[src/rtl/dbr_pkg.sv]
package dbr_pkg;

   typedef enum logic {
      BUS_STROBE_PAIR = 1'b0,
      BUS_LEVEL_STROBE = 1'b1
   } bus_style_e;

   // Reset value of register idx: upper nibble idx, lower nibble its inverse
   function automatic logic [15:0] reg_default(input int unsigned idx);
      logic [3:0] n;
      n = 4'(idx);
      return {8'h00, n, ~n};
   endfunction

endpackage

[src/rtl/dbr_sync.sv]
module dbr_sync #(
   parameter int unsigned W      = 1,
   parameter int unsigned STAGES = 2,
   parameter logic [W-1:0] RST_VAL = '0
) (
   input  logic         clk,
   input  logic         rst_n,
   input  logic [W-1:0] d,
   output logic [W-1:0] q
);

   logic [W-1:0] pipe [STAGES];

   genvar s;
   generate
      for (s = 0; s < STAGES; s++) begin : g_stage
         if (s == 0) begin : g_first
            always_ff @(posedge clk or negedge rst_n) begin
               if (!rst_n) pipe[s] <= RST_VAL;
               else        pipe[s] <= d;
            end
         end else begin : g_next
            always_ff @(posedge clk or negedge rst_n) begin
               if (!rst_n) pipe[s] <= RST_VAL;
               else        pipe[s] <= pipe[s-1];
            end
         end
      end
   endgenerate

   assign q = pipe[STAGES-1];

endmodule

[src/rtl/dbr_decode.sv]
module dbr_decode
   import dbr_pkg::*;
#(
   parameter int unsigned ADDR_W = 10,
   parameter int unsigned DATA_W = 8
) (
   input  logic              clk,
   input  logic              rst_n,
   input  logic              mode_s,
   input  logic              cs_n_s,
   input  logic              wr_rw_s,
   input  logic              rd_ds_n_s,
   input  logic              ale_s,
   input  logic [ADDR_W-1:0] addr_s,
   input  logic [DATA_W-1:0] wdata_s,
   output logic [ADDR_W-1:0] addr_q,
   output logic              wr_en,
   output logic [DATA_W-1:0] wr_data,
   output logic              oe_q
);

   bus_style_e style;
   logic       wr_prev;
   logic       ds_prev;
   logic       ale_act;
   logic       oe_nxt;

   assign style   = bus_style_e'(mode_s);
   assign wr_data = wdata_s;

   // previous strobe levels for edge detection
   always_ff @(posedge clk or negedge rst_n) begin
      if (!rst_n) begin
         wr_prev <= 1'b1;
         ds_prev <= 1'b1;
      end else begin
         wr_prev <= wr_rw_s;
         ds_prev <= rd_ds_n_s;
      end
   end

   always_comb begin
      case (style)
         BUS_LEVEL_STROBE: begin
            ale_act = ~ale_s;
            wr_en   = ~cs_n_s & rd_ds_n_s & ~ds_prev & ~wr_rw_s;
            oe_nxt  = ~cs_n_s & ~rd_ds_n_s & wr_rw_s;
         end
         default: begin
            ale_act = ale_s;
            wr_en   = ~cs_n_s & wr_rw_s & ~wr_prev;
            oe_nxt  = ~cs_n_s & ~rd_ds_n_s;
         end
      endcase
   end

   always_ff @(posedge clk or negedge rst_n) begin
      if (!rst_n)       addr_q <= '0;
      else if (ale_act) addr_q <= addr_s;
   end

   always_ff @(posedge clk or negedge rst_n) begin
      if (!rst_n) oe_q <= 1'b0;
      else        oe_q <= oe_nxt;
   end

endmodule

[src/rtl/dbr_regfile.sv]
module dbr_regfile
   import dbr_pkg::*;
#(
   parameter int unsigned ADDR_W   = 10,
   parameter int unsigned DATA_W   = 8,
   parameter int unsigned NUM_REGS = 16
) (
   input  logic                       clk,
   input  logic                       rst_n,
   input  logic                       wr_en,
   input  logic [ADDR_W-1:0]          addr,
   input  logic [DATA_W-1:0]          wdata,
   output logic [DATA_W-1:0]          rdata,
   output logic [NUM_REGS*DATA_W-1:0] cfg
);

   logic [DATA_W-1:0] regs [NUM_REGS];

   genvar i;
   generate
      for (i = 0; i < NUM_REGS; i++) begin : g_reg
         localparam logic [DATA_W-1:0] DEF = DATA_W'(reg_default(i));
         always_ff @(posedge clk or negedge rst_n) begin
            if (!rst_n)
               regs[i] <= DEF;
            else if (wr_en && (addr == ADDR_W'(i)))
               regs[i] <= wdata;
         end
         assign cfg[i*DATA_W +: DATA_W] = regs[i];
      end
   endgenerate

   // unmatched addresses fall through to zero
   always_comb begin
      rdata = '0;
      for (int k = 0; k < NUM_REGS; k++) begin
         if (addr == ADDR_W'(k)) rdata = regs[k];
      end
   end

endmodule

[src/rtl/dual_bus_reg_port.sv]
module dual_bus_reg_port
   import dbr_pkg::*;
#(
   parameter int unsigned ADDR_W      = 10,
   parameter int unsigned DATA_W      = 8,
   parameter int unsigned NUM_REGS    = 16,
   parameter int unsigned SYNC_STAGES = 2
) (
   input  logic                       clk,
   input  logic                       rst_n,
   input  logic                       bus_mode,
   input  logic                       cs_n,
   input  logic                       wr_rw,
   input  logic                       rd_ds_n,
   input  logic                       ale_as,
   input  logic [ADDR_W-1:0]          addr,
   input  logic [DATA_W-1:0]          wdata,
   output logic [DATA_W-1:0]          rdata,
   output logic                       rdata_oe,
   output logic [NUM_REGS*DATA_W-1:0] cfg_word
);

   localparam int unsigned CTL_W = 5;
   localparam int unsigned BUS_W = ADDR_W + DATA_W;
   // order: mode, cs_n, wr_rw, rd_ds_n, ale_as (idle levels)
   localparam logic [CTL_W-1:0] CTL_IDLE = 5'b0_1_1_1_0;

   generate
      if (SYNC_STAGES < 2) begin : g_bad_sync
         $error("SYNC_STAGES must be at least 2");
      end
      if (NUM_REGS < 1 || NUM_REGS > (1 << ADDR_W)) begin : g_bad_depth
         $error("NUM_REGS must fit the address space");
      end
      if (DATA_W < 8) begin : g_bad_width
         $error("DATA_W must be at least 8");
      end
   endgenerate

   logic [CTL_W-1:0]  ctl_sync;
   logic [BUS_W-1:0]  bus_sync;
   logic              mode_sync;
   logic              cs_sync;
   logic              rw_sync;
   logic              ds_sync;
   logic              ale_sync;
   logic [ADDR_W-1:0] addr_sync;
   logic [DATA_W-1:0] wdata_sync;
   logic [ADDR_W-1:0] addr_q;
   logic              wr_en;
   logic [DATA_W-1:0] wr_data;

   dbr_sync #(.W(CTL_W), .STAGES(SYNC_STAGES), .RST_VAL(CTL_IDLE)) u_ctl_sync (
      .clk   (clk),
      .rst_n (rst_n),
      .d     ({bus_mode, cs_n, wr_rw, rd_ds_n, ale_as}),
      .q     (ctl_sync)
   );

   dbr_sync #(.W(BUS_W), .STAGES(SYNC_STAGES), .RST_VAL('0)) u_bus_sync (
      .clk   (clk),
      .rst_n (rst_n),
      .d     ({addr, wdata}),
      .q     (bus_sync)
   );

   assign {mode_sync, cs_sync, rw_sync, ds_sync, ale_sync} = ctl_sync;
   assign {addr_sync, wdata_sync} = bus_sync;

   dbr_decode #(.ADDR_W(ADDR_W), .DATA_W(DATA_W)) u_decode (
      .clk       (clk),
      .rst_n     (rst_n),
      .mode_s    (mode_sync),
      .cs_n_s    (cs_sync),
      .wr_rw_s   (rw_sync),
      .rd_ds_n_s (ds_sync),
      .ale_s     (ale_sync),
      .addr_s    (addr_sync),
      .wdata_s   (wdata_sync),
      .addr_q    (addr_q),
      .wr_en     (wr_en),
      .wr_data   (wr_data),
      .oe_q      (rdata_oe)
   );

   dbr_regfile #(.ADDR_W(ADDR_W), .DATA_W(DATA_W), .NUM_REGS(NUM_REGS)) u_regs (
      .clk   (clk),
      .rst_n (rst_n),
      .wr_en (wr_en),
      .addr  (addr_q),
      .wdata (wr_data),
      .rdata (rdata),
      .cfg   (cfg_word)
   );

endmodule

[config.mk]
export PLATFORM = sky130hd
export DESIGN_NAME = dual_bus_reg_port
export DESIGN_NICKNAME = d
export VERILOG_FILES = /design/src/rtl/dbr_pkg.sv /design/src/rtl/dbr_sync.sv /design/src/rtl/dbr_decode.sv /design/src/rtl/dbr_regfile.sv /design/src/rtl/dual_bus_reg_port.sv
export SDC_FILE = /design/constraint.sdc
export NUM_CORES = 1
export LEC_CHECK = 0
export BUFFER_PORTS_ARGS = -buffer_cell sky130_fd_sc_hd__buf_2
export CORE_ASPECT_RATIO = 1.1
export CORE_MARGIN = 4
export CORE_UTILIZATION = 50
export DETAILED_ROUTE_END_ITERATION = 10
export PLACE_DENSITY = 0.77
export RECOVER_POWER = 100
export REMOVE_ABC_BUFFERS = 1
export SYNTH_ARGS = -nofsm -noshare
export SYNTH_HDL_FRONTEND = slang
export SYNTH_SLANG_ARGS = --single-unit
[constraint.sdc]
create_clock -name clk -period 7.1 [get_ports clk]
set_clock_uncertainty 0.2 [all_clocks]
set_input_delay 0.71 -clock clk [delete_from_list [all_inputs] [get_ports clk]]
set_output_delay 0.71 -clock clk [all_outputs]
set_load 0.05 [all_outputs]
==> qor.csv <==
stage,metric,value,unit
setup_path,cpLargestDelayFamily,buffers and inverters,
place,placed_cells,929,
clock_network,cts.path.max_buffers,2,
routing,top_layer,met4,
logic_synthesis,netlist_area,8280,um^2
place,portBuffers,161,
routing,drt_iter0_drc,438,
clock_network,cts.sinks,187,
logic_synthesis,synthCells,597,
logic_synthesis,synth_top_area_share,34.8,%
setup_path,max_stage_delay,0.89,ns
finish,antenna_cells,0,
floorplanning,pin_count,162,
grt,grt_pass1_vias,5964,
routing,totalWireLength,23500,um
timing,fmax,0.211,GHz
floorplanning,placementRows,49,
logic_synthesis,yosysMostFrequentCell,mux2_2,
clock_network,numCtsBuffers,17,
finish,area_growth,14.8,%
floorplanning,start_util,50.8,%
routing,met2WireLength,11500,um
setup_path,crit_path_top_delay_cell,nor3_1,
power_and_ir_drop,powerDensity,238,nW/um^2
logic_synthesis,synthTopCellsByArea,"dfrtp_1 35%, dfstp_2 23%, mux2_2 19%",
logic_synthesis,ys_seq_elements,187,
setup_path,cp_cell_sequence,buf_4 -> nand2_1 -> nor3_1 -> a222oi_1 -> o21ai_1 -> clkbuf_1,
timing,slew_headroom,12.5,%
clock_network,htree_num_levels,4,
routing,wl_met1,9560,um
logic_synthesis,yosysWarnings,0,
grt,gr-total-overflow,0,
grt,grt_usage,25.5,%
logic_synthesis,synth_cell_types,72,
routing,wl_met3,1310,um
logic_synthesis,synth_top_cell_by_area,dfrtp_1,
timing,setup_viol,0,
floorplanning,die_width,131,um
clock_network,clock_latency,0.42,ns
logic_synthesis,synth_flop_cell,dfrtp_1,
timing,fin_tns_setup,0,ns
finish,n_fill_cell,1387,
finish,final_cells,961,
clock_network,cts_resized,0,
timing,rsz0062_at_grt,false,
timing,final_max_slew_viol_count,0,
place,gp_congestion,0.979,
grt,grt_pass1_wl,35400,um
routing,wire_per_inst,24.4,um
routing,drtAntennaViolNets,0,
worst_hold_path,hold_path.class,reg -> reg,
routing,first_pass_iters,5,
setup_path,worstSetupEndpointType,output port,
outcome,status,"finished, final reports clean",
floorplanning,core_area,16300,um^2
clock_network,cts_setup_buffers,0,
routing,remaining_drc_errors,0,
setup_path,critPathArrivalTime,3.82,ns
clock_network,postCtsHoldBufs,0,
run,max_cap_violations,0,
logic_synthesis,ys_async_sr_fraction,100,%
finish,fin_nets,769,
timing,min_period_over_period,66.6,%
timing,min_period,4.73,ns
grt,grt_max_degree,109,
routing,vias,5790,
floorplanning,fp.dieArea,18700,um^2
clock_network,clockRootBuffer,clkbuf_16,
routing,via_per_inst,6.02,
logic_synthesis,post_synth.cell_area_avg,13.9,um^2
finish,layout-drive-gt1-share,38.3,%
finish,final_core_util,58.2,%
logic_synthesis,yosysSeqAreaShare,57.6,%
setup_path,crit_required,6.19,ns
power_and_ir_drop,p_leak,4.04,nW
floorplanning,die_h,143,um
clock_network,cts_tree,done,
place,dp_hpwl,16600,um
logic_synthesis,synthTopCellsByCount,"140 x mux2_2, 115 x dfrtp_1, 72 x dfstp_2",
setup_path,startpoint_type,register,
logic_synthesis,synth_edf_count,0,
timing,finalHoldViolCount,0,
setup_path,path_class,reg -> out,
timing,tightest_slew,1.31,ns
power_and_ir_drop,vdd_drop_max,0.150,mV
setup_path,crit_fanout,59,
clock_network,cts.clk_slew.worst_paths,0.07,ns
grt,antenna_found_initial,0,
setup_path,worst-path-buf-inv,2,
## report_power, final
part / internal (mW) / switching [mW] / leakage [nW]
Clock: 0.480 / 0.412 / 0.256
Combinational: 0.0664 / 0.152 / 1.55
Sequential: 1.10 / 0.0467 / 2.23
Total: 1.65 / 0.611 / 4.04
## worst register-to-register path: stages, from the launching register on
cell	delay, ns
dfrtp_1	0.62
buf_4	0.63
nand2_1	0.22
nor3_1	0.89
nand2_1	0.54
mux2_1	0.47
## placed cells by master (no fill, tap or decap), drive strengths merged, types with 13 or more instances in the layout
| cell | count |
|---|---|
| clkbuf | 158 |
| mux2 | 148 |
| dfrtp | 115 |
| dfstp | 72 |
| buf | 30 |
| nand2 | 29 |
| a21oi | 17 |
| nor2 | 16 |
| mux2i | 15 |
| nor3 | 15 |
| o21ai | 14 |
| nand3 | 13 |
## per-layer routing
| metal | global-route usage (%) | vias up |
|---|---|---|
| li1 | - | 2512 |
| met1 | 32.6 | 2962 |
| met2 | 42.0 | 245 |
| met3 | 4.08 | 71 |
| met4 | 13.0 | 0 |
| met5 | 0 | - |
## metrics by stage
step	total power [mW]	worst slack (ns)	hold WS (ns)	cell area, um^2
after floorplan	1.29	2.37	0.131	8080
after global placement	1.38	3.38	0.132	9200
after detailed placement	1.39	3.32	0.135	9200
after CTS	2.28	2.85	0.148	9750
after global routing	2.34	2.19	0.155	9500
final	2.26	2.37	0.145	9500
## area by class of cell
| class | count | area (um^2) | area share, % |
|---|---|---|---|
| Timing Repair Buffer | 167 | 686 | 7.22 |
| Multi-Input combinational cell | 367 | 3210 | 33.8 |
| Tap cell | 204 | 255 | 2.69 |
| Clock inverter | 11 | 87.6 | 0.922 |
| Inverter | 4 | 15.0 | 0.158 |
| Clock buffer | 21 | 470 | 4.95 |
| Sequential cell | 187 | 4770 | 50.2 |
## cell families (layout without fill, tap and decap cells)
logic type | Yosys count | in the layout | share of synthesized area [%]
muxes | 168 | 168 | 23.7
AOI/OAI and AO/OA | 84 | 84 | 7.33
and+or+nand+nor | 114 | 114 | 8.72
buffers and inverters | 43 | 203 | 2.54
DFF | 187 | 187 | 57.6
xor gates and xnor gates | 1 | 1 | 0.106
## sequential cells by signal (all words and copies together), names as in the netlist
name,cells
u_bus_sync.pipe,18
u_bus_sync.q,18
u_ctl_sync.pipe,5
u_ctl_sync.q,5
u_decode.addr_q,10
u_decode.ds_prev,1
u_decode.oe_q,1
u_decode.wr_prev,1
u_regs.cfg,128
## final timing paths
check	startpoint	endpoint	slack, ns	depth (start not counted)
max in group asynchronous	rst_n	u_decode.addr_q[0]$_DFFE_PN0P_	4.88	2
max reg2reg	u_decode.addr_q[1]$_DFFE_PN0P_	u_regs.cfg[88]$_DFFE_PN0P_	3.42	5
min reg2reg	u_bus_sync.pipe[23]$_DFF_PN0_	u_bus_sync.q[5]$_DFF_PN0_	0.14	0
max	u_decode.addr_q[1]$_DFFE_PN0P_	rdata[5]	2.37	6
min	u_bus_sync.pipe[23]$_DFF_PN0_	u_bus_sync.q[5]$_DFF_PN0_	0.14	0
min in group asynchronous	rst_n	u_regs.cfg[101]$_DFFE_PN0P_	0.19	1
No activity file was read; power rests on OpenSTA's default activity.
